### config.mk
export PLATFORM = sky130hd
export DESIGN_NAME = lpsdr_cmd_decoder
export DESIGN_NICKNAME = d
export VERILOG_FILES = /design/src/rtl/lpsdr_pkg.sv /design/src/rtl/lpsdr_pin_decode.sv /design/src/rtl/lpsdr_pwr_fsm.sv /design/src/rtl/lpsdr_mode_regs.sv /design/src/rtl/lpsdr_dqm_pipe.sv /design/src/rtl/lpsdr_cmd_decoder.sv
export SDC_FILE = /design/constraint.sdc
export NUM_CORES = 1
export LEC_CHECK = 0
export BUFFER_PORTS_ARGS = -buffer_cell sky130_fd_sc_hd__buf_2
export CAP_MARGIN = 30
export CORE_ASPECT_RATIO = 1.25
export CORE_MARGIN = 2
export CORE_UTILIZATION = 52
export CTS_BUF_LIST = sky130_fd_sc_hd__clkbuf_8 sky130_fd_sc_hd__clkbuf_16
export DETAILED_ROUTE_END_ITERATION = 7
export GPL_TIMING_DRIVEN = 0
export PLACE_DENSITY = 0.78
export SYNTH_ARGS = -nofsm -noshare
export SYNTH_HDL_FRONTEND = slang
export SYNTH_SLANG_ARGS = --single-unit
export TNS_END_PERCENT = 100
### constraint.sdc
create_clock -name clk -period 2.2 [get_ports clk]
set_clock_uncertainty 0.2 [all_clocks]
set_input_delay 0 -clock clk [delete_from_list [all_inputs] [get_ports clk]]
set_output_delay 0 -clock clk [all_outputs]
set_load 0.005 [all_outputs]
### src/rtl/lpsdr_pkg.sv
// Shared types of the low-power SDRAM command decoder.
// Assumes: one-hot bit order of cmd_idx_e is part of the external contract.
package lpsdr_pkg;

    typedef enum logic [4:0] {
        CMD_NOP  = 5'd0,
        CMD_MRS  = 5'd1,
        CMD_EMRS = 5'd2,
        CMD_ACT  = 5'd3,
        CMD_RD   = 5'd4,
        CMD_RDA  = 5'd5,
        CMD_WR   = 5'd6,
        CMD_WRA  = 5'd7,
        CMD_PREB = 5'd8,
        CMD_PREA = 5'd9,
        CMD_BST  = 5'd10,
        CMD_AREF = 5'd11,
        CMD_SRE  = 5'd12,
        CMD_DPDE = 5'd13,
        CMD_PDE  = 5'd14,
        CMD_CSE  = 5'd15,
        CMD_EXIT = 5'd16
    } cmd_idx_e;

    localparam int NUM_CMDS = 17;

    typedef enum logic [2:0] {
        PS_IDLE = 3'd0,
        PS_SREF = 3'd1,
        PS_PDN  = 3'd2,
        PS_CSUS = 3'd3,
        PS_DPD  = 3'd4,
        PS_SRX  = 3'd5
    } pwr_e;

    typedef enum logic [2:0] {
        PAT_NOP,
        PAT_LMR,
        PAT_ACT,
        PAT_RD,
        PAT_WR,
        PAT_PRE,
        PAT_BST,
        PAT_REF
    } pat_e;

    typedef enum logic [1:0] {
        CK_HOLD_HI,
        CK_FALL,
        CK_RISE,
        CK_HOLD_LO
    } ck_e;

endpackage

### src/rtl/lpsdr_pin_decode.sv
// Pin-level classifier: maps the strobes to a pattern class and the
// clock-enable pair to an edge type. Purely combinational.
// Assumes: cs_n high means command inhibit, which is treated as NOP.
module lpsdr_pin_decode
    import lpsdr_pkg::*;
(
    input  logic cke_prev,
    input  logic cke,
    input  logic cs_n,
    input  logic ras_n,
    input  logic cas_n,
    input  logic we_n,
    output pat_e pat,
    output ck_e  ck
);

    // Strobe pattern classification.
    always_comb begin
        if (cs_n) begin
            pat = PAT_NOP;
        end else begin
            case ({ras_n, cas_n, we_n})
                3'b111:  pat = PAT_NOP;
                3'b000:  pat = PAT_LMR;
                3'b011:  pat = PAT_ACT;
                3'b101:  pat = PAT_RD;
                3'b100:  pat = PAT_WR;
                3'b010:  pat = PAT_PRE;
                3'b110:  pat = PAT_BST;
                default: pat = PAT_REF;
            endcase
        end
    end

    // Clock-enable transition between previous and current edge.
    always_comb begin
        case ({cke_prev, cke})
            2'b11:   ck = CK_HOLD_HI;
            2'b10:   ck = CK_FALL;
            2'b01:   ck = CK_RISE;
            default: ck = CK_HOLD_LO;
        endcase
    end

endmodule

### src/rtl/lpsdr_pwr_fsm.sv
// Power-state machine and command qualifier. It turns pattern and edge
// type into a registered one-hot command or a one-cycle error, tracks
// burst activity, exit recovery and the reprogramming need after deep
// power-down. Strobes for the opcode copies are combinational and take
// effect at the same edge as the command.
// Assumes: TXSR_CYC below 2 is raised to 2.
module lpsdr_pwr_fsm
    import lpsdr_pkg::*;
#(
    parameter int BA_W      = 2,
    parameter int BURST_LEN = 4,
    parameter int TXSR_CYC  = 4
) (
    input  logic                clk,
    input  logic                rst_n,
    input  pat_e                pat,
    input  ck_e                 ck,
    input  logic [BA_W-1:0]     ba,
    input  logic                a10,
    output logic [NUM_CMDS-1:0] cmd_hot,
    output logic                proto_err,
    output pwr_e                state,
    output logic                mr_wr,
    output logic                emr_wr,
    output logic                op_clr
);

    localparam int REC = (TXSR_CYC < 2) ? 2 : TXSR_CYC;
    localparam int BW  = $clog2(BURST_LEN + 1);
    localparam int RW  = $clog2(REC + 1);

    pwr_e                state_q, state_n;
    logic [BW-1:0]       burst_q, burst_n;
    logic [RW-1:0]       rec_q, rec_n;
    logic [1:0]          nops_q, nops_n;
    logic [1:0]          need_q, need_n;
    logic [NUM_CMDS-1:0] cmd_q, cmd_n;
    logic                err_q, err_n;
    logic                hit;
    cmd_idx_e            idx;
    logic                burst_on;
    logic                cke_hi;
    logic [RW-1:0]       rec_dec;
    logic [1:0]          nops_new;

    assign burst_on = (burst_q != '0);
    assign cke_hi   = (ck == CK_HOLD_HI) || (ck == CK_RISE);

    // Next-state, command qualification and side effects.
    always_comb begin
        state_n  = state_q;
        burst_n  = burst_q;
        rec_n    = rec_q;
        nops_n   = nops_q;
        need_n   = need_q;
        err_n    = 1'b0;
        hit      = 1'b0;
        idx      = CMD_NOP;
        mr_wr    = 1'b0;
        emr_wr   = 1'b0;
        op_clr   = 1'b0;
        rec_dec  = (rec_q != '0) ? rec_q - 1'b1 : '0;
        nops_new = nops_q;
        case (state_q)
            PS_IDLE: begin
                if (ck == CK_FALL) begin
                    case (pat)
                        PAT_BST: begin
                            hit     = 1'b1;
                            idx     = CMD_DPDE;
                            state_n = PS_DPD;
                            burst_n = '0;
                        end
                        PAT_REF: begin
                            hit     = 1'b1;
                            idx     = CMD_SRE;
                            state_n = PS_SREF;
                            burst_n = '0;
                        end
                        default: begin
                            state_n = burst_on ? PS_CSUS : PS_PDN;
                            if (pat == PAT_NOP) begin
                                hit = 1'b1;
                                idx = burst_on ? CMD_CSE : CMD_PDE;
                            end else begin
                                err_n = 1'b1;
                            end
                        end
                    endcase
                end else begin
                    if (burst_on) begin
                        burst_n = burst_q - 1'b1;
                    end
                    case (pat)
                        PAT_NOP: begin
                            hit = 1'b1;
                            idx = CMD_NOP;
                        end
                        PAT_LMR: begin
                            if (ba == BA_W'(0)) begin
                                hit       = 1'b1;
                                idx       = CMD_MRS;
                                mr_wr     = 1'b1;
                                need_n[0] = 1'b0;
                            end else if (ba == BA_W'(1)) begin
                                hit       = 1'b1;
                                idx       = CMD_EMRS;
                                emr_wr    = 1'b1;
                                need_n[1] = 1'b0;
                            end else begin
                                err_n = 1'b1;
                            end
                        end
                        PAT_ACT: begin
                            hit = 1'b1;
                            idx = CMD_ACT;
                        end
                        PAT_RD, PAT_WR: begin
                            if (need_q != 2'b00) begin
                                err_n = 1'b1;
                            end else begin
                                hit     = 1'b1;
                                burst_n = BW'(BURST_LEN);
                                if (pat == PAT_RD) idx = a10 ? CMD_RDA : CMD_RD;
                                else               idx = a10 ? CMD_WRA : CMD_WR;
                            end
                        end
                        PAT_PRE: begin
                            hit = 1'b1;
                            idx = a10 ? CMD_PREA : CMD_PREB;
                        end
                        PAT_BST: begin
                            hit     = 1'b1;
                            idx     = CMD_BST;
                            burst_n = '0;
                        end
                        default: begin
                            hit = 1'b1;
                            idx = CMD_AREF;
                        end
                    endcase
                end
            end
            PS_SREF, PS_DPD: begin
                if (ck == CK_RISE) begin
                    hit = 1'b1;
                    idx = CMD_EXIT;
                    if (state_q == PS_SREF) begin
                        state_n = PS_SRX;
                        rec_n   = RW'(REC);
                        nops_n  = 2'd0;
                    end else begin
                        state_n = PS_IDLE;
                        need_n  = 2'b11;
                        op_clr  = 1'b1;
                    end
                end
            end
            PS_PDN, PS_CSUS: begin
                if (ck == CK_RISE) begin
                    hit     = 1'b1;
                    idx     = CMD_EXIT;
                    state_n = PS_IDLE;
                end else if (pat == PAT_NOP) begin
                    hit = 1'b1;
                    idx = CMD_NOP;
                end else begin
                    err_n = 1'b1;
                end
            end
            PS_SRX: begin
                if (cke_hi && pat == PAT_NOP) begin
                    hit      = 1'b1;
                    idx      = CMD_NOP;
                    nops_new = (nops_q == 2'd2) ? 2'd2 : nops_q + 2'd1;
                end else begin
                    err_n = 1'b1;
                end
                rec_n  = rec_dec;
                nops_n = nops_new;
                if (rec_dec == '0 && nops_new == 2'd2 && cke_hi) begin
                    state_n = PS_IDLE;
                end
            end
            default: state_n = PS_IDLE;
        endcase
        cmd_n = hit ? (NUM_CMDS'(1) << idx) : '0;
    end

    // State and output registers.
    always_ff @(posedge clk) begin
        if (!rst_n) begin
            state_q <= PS_IDLE;
            burst_q <= '0;
            rec_q   <= '0;
            nops_q  <= 2'd0;
            need_q  <= 2'b00;
            cmd_q   <= '0;
            err_q   <= 1'b0;
        end else begin
            state_q <= state_n;
            burst_q <= burst_n;
            rec_q   <= rec_n;
            nops_q  <= nops_n;
            need_q  <= need_n;
            cmd_q   <= cmd_n;
            err_q   <= err_n;
        end
    end

    assign cmd_hot   = cmd_q;
    assign proto_err = err_q;
    assign state     = state_q;

    // Checker counter: edges spent in exit recovery, saturating at REC.
    logic [RW-1:0] win_q;
    always_ff @(posedge clk) begin
        if (!rst_n)                                  win_q <= '0;
        else if (state_q != PS_SRX)                  win_q <= '0;
        else if (win_q != RW'(REC))                  win_q <= win_q + 1'b1;
    end

    p_cmd_onehot_r2: assert property (@(posedge clk) disable iff (!rst_n)
        $onehot0(cmd_hot));

    p_err_excl_r12: assert property (@(posedge clk) disable iff (!rst_n)
        proto_err |-> (cmd_hot == '0));

    p_rec_len_r9: assert property (@(posedge clk) disable iff (!rst_n)
        (state_q == PS_IDLE && $past(state_q) == PS_SRX) |-> (win_q == RW'(REC)));

    p_sref_quiet_r6: assert property (@(posedge clk) disable iff (!rst_n)
        (state_q == PS_SREF && $past(state_q) == PS_SREF) |-> (cmd_hot == '0 && !proto_err));

endmodule

### src/rtl/lpsdr_mode_regs.sv
// Holds the mode and extended-mode opcode copies. Written by strobes
// from the power-state machine; cleared on deep power-down exit.
// Assumes: write and clear strobes are never active together.
module lpsdr_mode_regs #(
    parameter int OP_W = 11
) (
    input  logic            clk,
    input  logic            rst_n,
    input  logic            mr_wr,
    input  logic            emr_wr,
    input  logic            clr,
    input  logic [OP_W-1:0] opcode,
    output logic [OP_W-1:0] mr_q,
    output logic [OP_W-1:0] emr_q
);

    // Opcode capture and clearing.
    always_ff @(posedge clk) begin
        if (!rst_n || clr) begin
            mr_q  <= '0;
            emr_q <= '0;
        end else begin
            if (mr_wr)  mr_q  <= opcode;
            if (emr_wr) emr_q <= opcode;
        end
    end

    p_excl_strobe_r4: assert property (@(posedge clk) disable iff (!rst_n)
        !(mr_wr && emr_wr));

endmodule

### src/rtl/lpsdr_dqm_pipe.sv
// Data-mask timing: write enable follows the mask of the same edge,
// read output enable follows it RD_LAT edges later.
// Assumes: RD_LAT is at least 1.
module lpsdr_dqm_pipe #(
    parameter int RD_LAT = 2
) (
    input  logic clk,
    input  logic rst_n,
    input  logic dqm,
    output logic wr_en,
    output logic rd_oe
);

    logic [RD_LAT:0] pipe_q;

    // Shift the inverted mask down the latency line.
    always_ff @(posedge clk) begin
        if (!rst_n) pipe_q <= '0;
        else        pipe_q <= {pipe_q[RD_LAT-1:0], ~dqm};
    end

    assign wr_en = pipe_q[0];
    assign rd_oe = pipe_q[RD_LAT];

    // Checker counter: edges since reset, saturating at 2.
    logic [1:0] age_q;
    always_ff @(posedge clk) begin
        if (!rst_n)             age_q <= 2'd0;
        else if (age_q != 2'd2) age_q <= age_q + 2'd1;
    end

    p_rd_lat_r11: assert property (@(posedge clk) disable iff (!rst_n)
        (age_q == 2'd2) |-> (rd_oe == $past(wr_en, 2)));

endmodule

### src/rtl/lpsdr_cmd_decoder.sv
// Top of the low-power SDRAM command decoder. Registers the previous
// clock-enable level, classifies pins, runs the power-state machine and
// keeps the opcode copies and mask timing.
// Assumes: pins are stable around the rising edge; addr[AP_BIT] is A10.
module lpsdr_cmd_decoder
    import lpsdr_pkg::*;
#(
    parameter int BA_W      = 2,
    parameter int ADDR_W    = 11,
    parameter int AP_BIT    = 10,
    parameter int BURST_LEN = 4,
    parameter int TXSR_CYC  = 4,
    parameter int RD_LAT    = 2
) (
    input  logic                clk,
    input  logic                rst_n,
    input  logic                cke,
    input  logic                cs_n,
    input  logic                ras_n,
    input  logic                cas_n,
    input  logic                we_n,
    input  logic                dqm,
    input  logic [BA_W-1:0]     ba,
    input  logic [ADDR_W-1:0]   addr,
    output logic [NUM_CMDS-1:0] cmd_hot,
    output logic [ADDR_W-1:0]   mr_op,
    output logic [ADDR_W-1:0]   emr_op,
    output logic [2:0]          pwr_state,
    output logic                proto_err,
    output logic                wr_data_en,
    output logic                rd_out_en
);

    logic cke_prev_q;
    pat_e pat;
    ck_e  ck;
    pwr_e state;
    logic mr_wr, emr_wr, op_clr;

    // Clock-enable level at the previous edge.
    always_ff @(posedge clk) begin
        if (!rst_n) cke_prev_q <= 1'b1;
        else        cke_prev_q <= cke;
    end

    lpsdr_pin_decode i_pins (
        .cke_prev (cke_prev_q),
        .cke      (cke),
        .cs_n     (cs_n),
        .ras_n    (ras_n),
        .cas_n    (cas_n),
        .we_n     (we_n),
        .pat      (pat),
        .ck       (ck)
    );

    lpsdr_pwr_fsm #(
        .BA_W      (BA_W),
        .BURST_LEN (BURST_LEN),
        .TXSR_CYC  (TXSR_CYC)
    ) i_fsm (
        .clk       (clk),
        .rst_n     (rst_n),
        .pat       (pat),
        .ck        (ck),
        .ba        (ba),
        .a10       (addr[AP_BIT]),
        .cmd_hot   (cmd_hot),
        .proto_err (proto_err),
        .state     (state),
        .mr_wr     (mr_wr),
        .emr_wr    (emr_wr),
        .op_clr    (op_clr)
    );

    lpsdr_mode_regs #(
        .OP_W (ADDR_W)
    ) i_mregs (
        .clk    (clk),
        .rst_n  (rst_n),
        .mr_wr  (mr_wr),
        .emr_wr (emr_wr),
        .clr    (op_clr),
        .opcode (addr),
        .mr_q   (mr_op),
        .emr_q  (emr_op)
    );

    lpsdr_dqm_pipe #(
        .RD_LAT (RD_LAT)
    ) i_dqm (
        .clk   (clk),
        .rst_n (rst_n),
        .dqm   (dqm),
        .wr_en (wr_data_en),
        .rd_oe (rd_out_en)
    );

    assign pwr_state = state;

    p_idle_cke_hi_r5: assert property (@(posedge clk) disable iff (!rst_n)
        (state == PS_IDLE) |-> cke_prev_q);

    p_dpd_clear_r10: assert property (@(posedge clk) disable iff (!rst_n)
        ($past(state) == PS_DPD && state == PS_IDLE) |-> (mr_op == '0 && emr_op == '0));

endmodule

==> summary.txt <==
Die
  – FP Rows: 28
  – Die width: approximately 67 µm
  – Die height: just over 80 µm
  – I/O pin count: 66
  – Die area: approximately 5600 µm²
  – Core region area: ~4800 µm²
  – Initial core utilization: 54.4%

Synth
  – Synth top area cells: dfxtp_1, mux2i_1, nor2_1
  – Synthesized net count: ~320
  – Leading area contributor after synthesis: dfxtp_1
  – Netlist cell types: 52
  – Yosys warns: 0
  – Top_reg_cell synth: dfxtp_1
  – EDFF count, synth: 0
  – Mapped Avg Cell Area: between 8 and 9 µm²
  – Top cell type's share of synthesized area: between 40% and 50%
  – Ys async rst share: 0%
  – Post-Syn Instances: 297
  – #FFs+latches synth: 57
  – Sequential share of the synthesized area: about 44%
  – Syn Std Cell Area: about 2600 µm²

Cells and area
  – Nets: 419
  – Share of cells above drive strength 1: between 30% and 40%
  – Most frequent cells in the layout: buf_2, nor2_1, dfxtp_1, mux2i_1, nand2_1
  – Commonest non-fill, non-tap cell in the layout: buf_2
  – # diodes: 0
  – Area Overhead vs Synth: 32.6%
  – Fillers: 404
  – Final Instance Area: between 3000 and 4000 µm²

Worst hold path
  – Hold Path Depth: 5
  – HP Class: in2reg
  – Hold Path Origin: we_n
  – Hold endpoint: i_fsm.state[2]

Placed design
  – Post-DP HPWL: between 4 and 5 mm
  – Port-buffer cells: 65
  – GPL Wtd Cong: about 0.94
  – Post-placement cell area: 2990 µm²

Worst setup path
  – CP required: 2.27 ns
  – Reg2reg setup slack: approximately 0.12 ns
  – R2r worst-path depth: 7
  – Worst setup EP type: flop
  – Crit path top cell by count: nor2_1
  – Critical Path Start Type: input port
  – Crit path DAT: 2.17 ns
  – Critical-path cell list: dlygate4sd3_1, buf_2, nand2b_1, buf_6, mux2_4, a221oi_4, nor2_1, or3_4, nor2_1
  – CP peak stage delay: about 0.53 ns
  – Crit path max-delay cell type: dlygate4sd3_1
  – Launching point of the worst reg2reg path: i_fsm.state[2]
  – WS Path Type: in2reg
  – Crit Path Max Fanout: 9
  – R2r endpoint: i_fsm.cmd_hot[2]

Clock tree
  – Clk sinks: 57
  – Inserted Clock Buffers: 9
  – Clk_lat worst skew: 0.33 ns
  – Worst-path clk slew: around 0.06 ns
  – H-tree Lvls: 3
  – Root Buffer: clkbuf_8
  – CTS tree: done
  – CTS Buffer Depth: 2

Global routing
  – Largest net degree at the start of global routing: 11
  – Vias in the first global route: between 2000 and 2500
  – Gr ovfl total: 0
  – First-pass GRT wire length: ~11 mm
  – GRT Overall Usage: about a quarter
  – Initial antenna violation count: 0

STA
  – Fmax: 475 MHz
  – Final Hold Violating Endpoints: 0
  – Setup_tns: 0 ns
  – Min cycle time layout: 2.11 ns
  – Final worst path period share: between 90% and 100%
  – Worst Tran Pin Value: between 0.5 and 0.6 ns
  – Final slew viol count: 0
  – Endpoints failing setup: 0
  – Relative slew slack: approximately 66%
  – Unrepaired setup endpoints after global routing: yes

Drt
  – DR iter-0 viols: 200
  – # DRC: 0
  – Vias per inst: around 5.4
  – Via Count: roughly 2500
  – Routed len/inst: ~14 µm
  – Final wirelength: just over 6 mm
  – Remaining antenna violation count after routing: 0
  – Drt pass-1 iters: 5

Run status
  – Outcome: complete, no violations

Power
  – Pwr dens: between 600 and 700 nW/µm²
  – P_leak: ~1.7 nW
  – Peak supply drop: 0.506 mV

Run
  – Max_cap viols: 0
==> how the worst max path moves through the flow <==
stage | depth (start not counted) | to | slack [ns] | start
6_report | 9 | i_fsm.cmd_hot[7] | 0.09 | cke
5_1_grt | 7 | i_mregs.mr_q[6] | -0.006 | i_fsm.state[0]
4_1_cts | 7 | i_fsm.cmd_hot[4] | 0.004 | i_fsm.state[0]
3_5_place_dp | 7 | i_mregs.mr_q[6] | -0.01 | i_fsm.state[1]
3_3_place_gp | 7 | i_mregs.mr_q[9] | 0.06 | i_fsm.state[0]
2_1_floorplan | 5 | i_fsm.nops_q[0] | 0.27 | i_fsm.state[0]
==> critical path, delay by kind of cell <==
kind	cells	cell delay, ns
AOI/OAI and AO/OA	1	0.25
buffers and inverters	3	0.85
muxes	1	0.31
and+or+nand+nor	4	0.78
==> logic make-up after synthesis <==
kind of cell | Yosys count | share of synthesized area, %
xor gates and xnor gates | 1 | 0.338
DFF | 57 | 44.0
muxes | 27 | 10.7
and+or+nand+nor | 130 | 24.1
buffers and inverters | 26 | 4.78
adders and majority gates | 5 | 2.41
AOI/OAI and AO/OA | 51 | 13.7
==> cells in the mapped netlist (2+ instances only) <==
cell type   n
o221ai_1    2
nor3_1      8
or3b_1      2
nor3b_1     2
or2b_1      2
dfxtp_1    57
nand3_1     7
buf_4       3
mux2i_1    24
and3_1      3
o211ai_1    3
a21oi_1    12
nand2_1    22
ha_1        5
inv_1       9
mux2_2      2
nand3b_1    2
nand2b_1    6
or3_1       2
and2_1      3
nor2b_1     3
clkbuf_1    6
o31ai_1     2
a31oi_1     4
or2_2       2
a22oi_1     2
o21ai_0    11
nor2_1     60
a211o_1     3
buf_2       6
==> routing by layer <==
metal	vias to the layer above	routed length, µm	GRT usage, %
met1	1143	2570	30.1
li1	1228	-	-
met4	0	117	10.9
met5	-	0	0
met3	13	484	7.18
met2	100	3040	38.9
==> power breakdown <==
part / leakage, nW / total (mW) / internal [mW] / switching (mW)
Combinational: 1.15 / 0.412 / 0.181 / 0.231
Sequential: 0.461 / 1.08 / 1.06 / 0.0148
Clock: 0.101 / 0.830 / 0.455 / 0.375
Total: 1.71 / 2.32 / 1.70 / 0.621
==> final cells by class <==
type,instances,area [µm²],area share (%)
Multi-Input combinational cell,214,1390,40.4
Clock buffer,11,151,4.40
Inverter,10,37.5,1.09
Sequential cell,57,1140,33.3
Timing Repair Buffer,85,518,15.1
Tap cell,60,75.1,2.18
Clock inverter,5,22.5,0.655
Buffer,16,103,2.98
==> state kept, by name (all words and copies together) (netlist names) <==
signal           cells
cke_prev_q           1
i_dqm.pipe_q         3
i_fsm.burst_q        3
i_fsm.cmd_hot       17
i_fsm.need_q         2
i_fsm.nops_q         2
i_fsm.proto_err      1
i_fsm.rec_q          3
i_fsm.state          3
i_mregs.emr_q       11
i_mregs.mr_q        11
==> repair_timing <==
action,4_1_cts,5_1_grt
gates cloned,0,0
hold endpoints to repair,39,0
hold buffers,17,0
gates resized for setup,1,28
endpoints found under the setup margin,1,32
buffers inserted,0,3
pin swaps,0,3
==> metrics by stage <==
step | std cells | worst slack (ns) | utilization (%) | hold slack [ns] | power (mW)
final | 458 | 0.0950 | 72.2 | 0.0587 | 2.32
after global routing | 458 | -0.00626 | 72.2 | 0.122 | 2.43
after CTS | 455 | 0.00398 | 70.2 | 0.0293 | 2.31
after detailed placement | 422 | -0.0141 | 62.8 | -0.0469 | 1.46
after global placement | 422 | 0.0559 | 62.8 | -0.0481 | 1.45
after floorplan | 297 | 0.271 | - | -0.133 | 1.35
Power figures use the tool's default switching activity.
